--- src/rtl/cpd_pkg.sv ---
package cpd_pkg;
  localparam int THR_W    = 3;                 // surplus-pulse threshold field width
  localparam int FCODE_W  = 3;                 // field-run code width
  localparam int FIELD_BIAS = 2;               // run length = code + bias
  localparam int COMP_N   = 2;
  localparam int COMP_PSEUDO = 0;
  localparam int COMP_STRIPE = 1;
  localparam int ACC_W    = THR_W + 1;         // per-field event counter width
  localparam int RUN_W    = FCODE_W + 1;       // consecutive-field counter width

  typedef struct packed {
    logic               stripe_en;
    logic               pseudo_en;
    logic [THR_W-1:0]   pulse_thr;
    logic [FCODE_W-1:0] field_code;
  } cfg_t;

  function automatic logic [RUN_W-1:0] run_need(input logic [FCODE_W-1:0] code);
    return RUN_W'(code) + RUN_W'(FIELD_BIAS);
  endfunction
endpackage

--- src/rtl/cpd_cfg_reg.sv ---
module cpd_cfg_reg
  import cpd_pkg::*;
#(
  parameter logic [7:0] RESET_VAL = 8'h26
) (
  input  logic       clk,
  input  logic       rst,
  input  logic       wr_i,
  input  logic [7:0] din_i,
  output cfg_t       cfg_o
);
  cfg_t cfg_q;

  always_ff @(posedge clk) begin
    if (rst)       cfg_q <= cfg_t'(RESET_VAL);
    else if (wr_i) cfg_q <= cfg_t'(din_i);
  end

  assign cfg_o = cfg_q;

  // a write is visible on the next cycle
  p_write_capture_r2: assert property (@(posedge clk) disable iff (rst)
    wr_i |=> (cfg_o == cfg_t'($past(din_i))));
  p_hold_no_write_r2: assert property (@(posedge clk) disable iff (rst)
    !wr_i |=> $stable(cfg_o));
endmodule

--- src/rtl/cpd_field_acc.sv ---
module cpd_field_acc #(
  parameter int ACC_W = 4
) (
  input  logic             clk,
  input  logic             rst,
  input  logic             en_i,
  input  logic             field_start_i,
  input  logic             event_i,
  input  logic [ACC_W-1:0] thr_i,
  output logic             qual_o
);
  localparam logic [ACC_W-1:0] ACC_MAX = '1;

  logic [ACC_W-1:0] cnt_q;

  always_ff @(posedge clk) begin
    if (rst || !en_i) begin
      cnt_q <= '0;
    end else if (field_start_i) begin
      // an event on the boundary cycle opens the new field's count
      cnt_q <= event_i ? ACC_W'(1) : '0;
    end else if (event_i && cnt_q != ACC_MAX) begin
      cnt_q <= cnt_q + ACC_W'(1);
    end
  end

  assign qual_o = (cnt_q >= thr_i);

  // the counter saturates instead of wrapping
  p_no_wrap_r4: assert property (@(posedge clk) disable iff (rst)
    (en_i && !field_start_i && cnt_q == ACC_MAX) |=> (cnt_q == ACC_MAX));
  // a field boundary restarts the count at zero or one
  p_boundary_restart_r4: assert property (@(posedge clk) disable iff (rst)
    (en_i && field_start_i) |=> (cnt_q <= ACC_W'(1)));
  // disabled accumulator stays empty
  p_acc_idle_r8: assert property (@(posedge clk) disable iff (rst)
    !en_i |=> (cnt_q == '0));
endmodule

--- src/rtl/cpd_persist.sv ---
module cpd_persist #(
  parameter int RUN_W = 4
) (
  input  logic             clk,
  input  logic             rst,
  input  logic             en_i,
  input  logic             field_start_i,
  input  logic             qual_i,
  input  logic [RUN_W-1:0] need_i,
  output logic             status_o
);
  localparam int EXT_W = RUN_W + 1;

  logic [RUN_W-1:0] hit_q, miss_q;
  logic             status_q;
  logic [EXT_W-1:0] hit_inc, miss_inc;
  logic             hit_done, miss_done;

  always_comb begin
    hit_inc   = EXT_W'(hit_q)  + EXT_W'(1);
    miss_inc  = EXT_W'(miss_q) + EXT_W'(1);
    hit_done  = (hit_inc  >= EXT_W'(need_i));
    miss_done = (miss_inc >= EXT_W'(need_i));
  end

  always_ff @(posedge clk) begin
    if (rst || !en_i) begin
      hit_q    <= '0;
      miss_q   <= '0;
      status_q <= 1'b0;
    end else if (field_start_i) begin
      if (qual_i) begin
        miss_q <= '0;
        hit_q  <= hit_done ? need_i : RUN_W'(hit_inc);
        if (hit_done) status_q <= 1'b1;
      end else begin
        hit_q  <= '0;
        miss_q <= miss_done ? need_i : RUN_W'(miss_inc);
        if (miss_done) status_q <= 1'b0;
      end
    end
  end

  assign status_o = status_q;

  // status moves only on a field boundary
  p_hold_between_fields_r6: assert property (@(posedge clk) disable iff (rst)
    (en_i && !field_start_i) |=> $stable(status_o));
  // status rises only after a qualifying field
  p_rise_on_qual_r6: assert property (@(posedge clk) disable iff (rst)
    $rose(status_o) |-> $past(qual_i && field_start_i));
  // status falls only after a non-qualifying field or a disable
  p_fall_on_miss_r7: assert property (@(posedge clk) disable iff (rst)
    $fell(status_o) |-> $past(!en_i || (field_start_i && !qual_i)));
  // the two runs never both hold a count
  p_runs_exclusive_r7: assert property (@(posedge clk) disable iff (rst)
    !((hit_q != '0) && (miss_q != '0)));
  // disabled component reads zero on the next cycle
  p_disabled_clear_r8: assert property (@(posedge clk) disable iff (rst)
    !en_i |=> !status_o);
endmodule

--- src/rtl/cp_persist_det.sv ---
module cp_persist_det
  import cpd_pkg::*;
#(
  parameter logic [7:0] CFG_RESET = 8'h26
) (
  input  logic       clk,
  input  logic       rst,
  input  logic       cfg_wr,
  input  logic [7:0] cfg_din,
  input  logic       field_start,
  input  logic       sync_pulse,
  input  logic       sync_expected,
  input  logic       stripe_seen,
  output logic       pseudo_sync_det,
  output logic       stripe_det,
  output logic       stripe_bypass
);
  cfg_t             cfg;
  logic [RUN_W-1:0] need;
  logic             comp_en    [COMP_N];
  logic             comp_event [COMP_N];
  logic [ACC_W-1:0] comp_thr   [COMP_N];
  logic             comp_qual  [COMP_N];
  logic             comp_stat  [COMP_N];
  logic             bypass_q;

  cpd_cfg_reg #(.RESET_VAL(CFG_RESET)) u_cfg (
    .clk   (clk),
    .rst   (rst),
    .wr_i  (cfg_wr),
    .din_i (cfg_din),
    .cfg_o (cfg)
  );

  assign need = run_need(cfg.field_code);

  always_comb begin
    comp_en[COMP_PSEUDO]    = cfg.pseudo_en;
    comp_event[COMP_PSEUDO] = sync_pulse && !sync_expected;
    comp_thr[COMP_PSEUDO]   = ACC_W'(cfg.pulse_thr);
    comp_en[COMP_STRIPE]    = cfg.stripe_en;
    comp_event[COMP_STRIPE] = stripe_seen;
    comp_thr[COMP_STRIPE]   = ACC_W'(1);
  end

  for (genvar c = 0; c < COMP_N; c++) begin : g_comp
    cpd_field_acc #(.ACC_W(ACC_W)) u_acc (
      .clk           (clk),
      .rst           (rst),
      .en_i          (comp_en[c]),
      .field_start_i (field_start),
      .event_i       (comp_event[c]),
      .thr_i         (comp_thr[c]),
      .qual_o        (comp_qual[c])
    );
    cpd_persist #(.RUN_W(RUN_W)) u_run (
      .clk           (clk),
      .rst           (rst),
      .en_i          (comp_en[c]),
      .field_start_i (field_start),
      .qual_i        (comp_qual[c]),
      .need_i        (need),
      .status_o      (comp_stat[c])
    );
  end

  always_ff @(posedge clk) begin
    if (rst) bypass_q <= 1'b0;
    else     bypass_q <= cfg.stripe_en && comp_stat[COMP_STRIPE];
  end

  assign pseudo_sync_det = comp_stat[COMP_PSEUDO];
  assign stripe_det      = comp_stat[COMP_STRIPE];
  assign stripe_bypass   = bypass_q;

  // bypass only follows a confirmed stripe status
  p_bypass_source_r9: assert property (@(posedge clk) disable iff (rst)
    $rose(stripe_bypass) |-> $past(stripe_det && cfg.stripe_en));
  p_bypass_follow_r9: assert property (@(posedge clk) disable iff (rst)
    (stripe_det && cfg.stripe_en) |=> stripe_bypass);
  // outputs idle right after reset
  p_reset_idle_r1: assert property (@(posedge clk)
    $past(rst) |-> (!pseudo_sync_det && !stripe_det && !stripe_bypass));
endmodule

--- config.mk ---
export PLATFORM = sky130hd
export DESIGN_NAME = cp_persist_det
export DESIGN_NICKNAME = d
export VERILOG_FILES = /design/src/rtl/cpd_pkg.sv /design/src/rtl/cpd_cfg_reg.sv /design/src/rtl/cpd_field_acc.sv /design/src/rtl/cpd_persist.sv /design/src/rtl/cp_persist_det.sv
export SDC_FILE = /design/constraint.sdc
export NUM_CORES = 1
export LEC_CHECK = 0
export CAP_MARGIN = 20
export CORE_MARGIN = 2
export CORE_UTILIZATION = 56
export CTS_BUF_LIST = sky130_fd_sc_hd__clkbuf_4 sky130_fd_sc_hd__clkbuf_8
export CTS_CLUSTER_DIAMETER = 50
export DETAILED_ROUTE_END_ITERATION = 8
export GPL_TIMING_DRIVEN = 0
export PLACE_DENSITY = 0.76
export SLEW_MARGIN = 20
export SYNTH_ARGS = -nofsm -noshare
export SYNTH_HDL_FRONTEND = slang
export SYNTH_HIERARCHICAL = 1
export SYNTH_SLANG_ARGS = --single-unit
--- constraint.sdc ---
create_clock -name clk -period 2.4 [get_ports clk]
set_input_delay 0.24 -clock clk [delete_from_list [all_inputs] [get_ports clk]]
set_output_delay 0.24 -clock clk [all_outputs]
set_load 0.02 [all_outputs]
==> results.sh, run 1 <==
export IMPL_status="complete, no violations"
export IMPL_drt_iter0_drc=124
export IMPL_syn_area_per_cell_um2=9.377
export IMPL_cts_tree="yes"
export IMPL_die_area_um2=4951
export IMPL_combPwrFrac=0.177
export IMPL_io_buffers=17
export IMPL_drc=0
export IMPL_end_kind="register"
export IMPL_rsz0062_at_grt="false"
export IMPL_max_freq_mhz=475.6
export IMPL_htree_levels=2
export IMPL_crit_top_cell="inv_1"
export IMPL_area_delta_synth_final_pct=13.60
export IMPL_r2r_cells=9
export IMPL_ant_nets=0
export IMPL_max_slew_margin=0.5327
export IMPL_worstMarginPinSlew_ns=0.6988
export IMPL_cp_data_required_time_ns=2.58
export IMPL_p_int_w=0.0009128
export IMPL_maxCapViolations=0
export IMPL_clk_latency_ns=0.29
export IMPL_dp_hpwl_um=3612
export IMPL_grt_pass1_wl_um=8355
export IMPL_antenna_found_initial=0
export IMPL_hp_class="register to register"
export IMPL_syn_area_um2=2466
export IMPL_cts_clk_slew_worst_paths_ns=0.07
export IMPL_max_stage_delay_ns=0.39
export IMPL_async_flop_share=0
export IMPL_fill_cells=366
export IMPL_setup_worst_path_class="register to register"
export IMPL_clock_sinks=35
export IMPL_synth_warnings=6
export IMPL_ir_drop_uv=368.9
export IMPL_fp_dieH_um=70.36
export IMPL_holdWs_ns=0.4758
export IMPL_coreArea_um2=4294
export IMPL_io_pins=18
export IMPL_regToRegStartpoint="g_comp[0].u_acc/cnt_q[0]$_SDFFE_PP0P_"
export IMPL_synth_edff_count=0
export IMPL_leakagePower_nw=1.115
export IMPL_hold_path_depth=2
export IMPL_synth_seq_cells=35
export IMPL_core_rowCount=24
export IMPL_vias=1955
export IMPL_grt_pass1_vias=1879
export IMPL_tns_ns=0
export IMPL_wl_um=4737
export IMPL_via_per_inst=5.700
export IMPL_synth_main_ff_cell="dfxtp_1"
export IMPL_critPathSlowestCell="dfxtp_1"
export IMPL_firstDrtPassIters=4
export IMPL_ctsHoldBuffers=0
export IMPL_layout_common_cells="dfxtp_1, ha_1, inv_1"
export IMPL_wire_per_inst_um=13.81
export IMPL_p_sw_frac=0.2758
export IMPL_hp_start="g_comp[0].u_run/hit_q[1]$_SDFFE_PP0P_"
export IMPL_cts_setup_buffers=0
export IMPL_globalRouteOverflowTotal=0
export IMPL_synthCells=263
export IMPL_cts_buffers=5
export IMPL_arrival_ns=2.28
export IMPL_crit_chain="inv_1 -> ha_1 -> nand2b_1 -> a21oi_1 -> o21ai_0 -> inv_1 -> nand3_1 -> nor2_1 -> a221o_1"
export IMPL_diodes=0
export IMPL_post_route_util=0.6524
export IMPL_startpoint="g_comp[0].u_acc/cnt_q[0]$_SDFFE_PP0P_"
export IMPL_final_min_clock_period_ns=2.102
export IMPL_hold_violations=0
export IMPL_start_kind="register"
export IMPL_cts_resized_gates=0
export IMPL_final_period_utilization=0.8760
export IMPL_pwr_density_cell_nw_per_um2=449.9
export IMPL_crit_fanout=6
export IMPL_initial_utilization=0.5743
export IMPL_synth_seq_area_share=0.2841
export IMPL_gp_congestion=0.8013
export IMPL_yosysUniqueCellTypes=38
export IMPL_drive_above_1_share=0.1306
export IMPL_finalNetCount=336
export IMPL_slew_viol_final=0
export IMPL_track_usage=0.2099
export IMPL_skew_ns=0.004524
export IMPL_die_x_um=70.36
export IMPL_grt_start_max_net_pins=23
export IMPL_cts_buffer_depth=2
export IMPL_seq_power_share=0.478
export IMPL_p_switching_w=0.0003477
export IMPL_setup_violations_final=0
export IMPL_cts_root_buf="clkbuf_8"
export IMPL_final_common_cell="dfxtp_1"
export IMPL_pwr_share_clk=0.346
-- Yosys cell counts (8+ instances only) --
cell type   n  area (um^2)
inv_1      25        93.84
o21ai_0     8        40.04
nand3_1    14        70.07
nand2_1    18        67.56
o21ai_1     8        40.04
dfxtp_1    35        700.7
ha_1       31        387.9
mux2i_1    19        190.2
a21oi_1    10        50.05
nor2_1     17        63.81
-- power by group through the flow --
stage	logic [W]	clock network [W]	registers (W)
2_1_floorplan	0.000160	0	0.000612
3_3_place_gp	0.000214	0	0.000615
3_5_place_dp	0.000221	0	0.000616
4_1_cts	0.000223	0.000448	0.000602
5_1_grt	0.000250	0.000473	0.000604
6_report	0.000223	0.000436	0.000602
-- final timing paths --
path	to	slack, ns
hold reg to reg	g_comp[0].u_run/hit_q[1]$_SDFFE_PP0P_	0.48
hold / removal	g_comp[0].u_run/hit_q[1]$_SDFFE_PP0P_	0.48
setup / recovery	g_comp[0].u_run/miss_q[2]$_SDFFE_PP0P_	0.30
setup reg to reg	g_comp[0].u_run/miss_q[2]$_SDFFE_PP0P_	0.30
-- final cells by class --
class,instances,area [um^2],share of cell area
multi-input combinational,204,1667,0.5949
sequential,35,700.7,0.2501
timing repair buffer,17,170.2,0.06074
inverter,25,93.84,0.03350
clock buffer,6,76.32,0.02724
tap,52,65.06,0.02322
buffer,2,16.27,0.005806
clock inverter,2,12.51,0.004466
-- through the flow --
| step | power, W | setup slack, ns | cells | cell area [um^2] |
|---|---|---|---|---|
| 2_1_floorplan | 0.0007718 | 0.5654 | 266 | 2477 |
| 3_3_place_gp | 0.0008291 | 0.3420 | 335 | 2713 |
| 3_5_place_dp | 0.0008370 | 0.3138 | 335 | 2713 |
| 4_1_cts | 0.001273 | 0.2968 | 343 | 2801 |
| 5_1_grt | 0.001328 | 0.1576 | 343 | 2801 |
| 6_report | 0.001260 | 0.2975 | 343 | 2801 |
-- cell families after synthesis --
group                      after synthesis  share of synthesized area
muxes                                   19                    0.07712
AOI/OAI and AO/OA                       61                     0.2101
DFF                                     35                     0.2841
and+or+nand+nor                         80                     0.1953
adders and majority gates               31                     0.1573
buffers and inverters                   27                    0.04465
xor gates and xnor gates                 8                    0.02841
other                                    2                   0.003045
-- metal layers --
metal	up-vias	global-route usage	wire, um
met5	-	0	0
met4	0	0.05556	53
met3	8	0.05772	173
met2	37	0.3637	2273
met1	906	0.2542	2237
li1	1004	-	-
-- worst max-delay path: cells and delay by family, from the launching register on --
| family | cells | cell delay [ns] |
|---|---|---|
| buffers and inverters | 2 | 0.19 |
| AND/OR/NAND/NOR | 3 | 0.44 |
| flip-flops | 1 | 0.39 |
| AO/OA/AOI/OAI | 3 | 0.70 |
| adder cells (fa/ha/maj) | 1 | 0.28 |
-- flip-flops by register name, summed over array words and instances, names as in the netlist --
name / count
g_comp.u_acc/cnt_q: 8
g_comp.u_run/hit_q: 8
g_comp.u_run/miss_q: 8
g_comp.u_run/status_o: 2
stripe_bypass: 1
u_cfg/cfg_o: 8
(Power assumes the default switching activity.)
==> run 2, diff against run 1 <==
==> constraint.sdc (replaced) <==
create_clock -name clk -period 2.5 [get_ports clk]
set_input_delay 0.25 -clock clk [delete_from_list [all_inputs] [get_ports clk]]
set_output_delay 0.25 -clock clk [all_outputs]
set_load 0.02 [all_outputs]
==> results of run 2 <==
The final DEF is identical to that of run 1. Status: complete, no violations.
Among the figures that moved: setup slack after placement 0.3138 ns -> 0.4073 ns; setup slack after layout 0.2975 ns -> 0.3975 ns; register-to-register setup slack 0.30 ns -> 0.40 ns; total power 0.001260 W -> 0.001210 W; worst IR drop on VDD 368.9 uV -> 354.2 uV
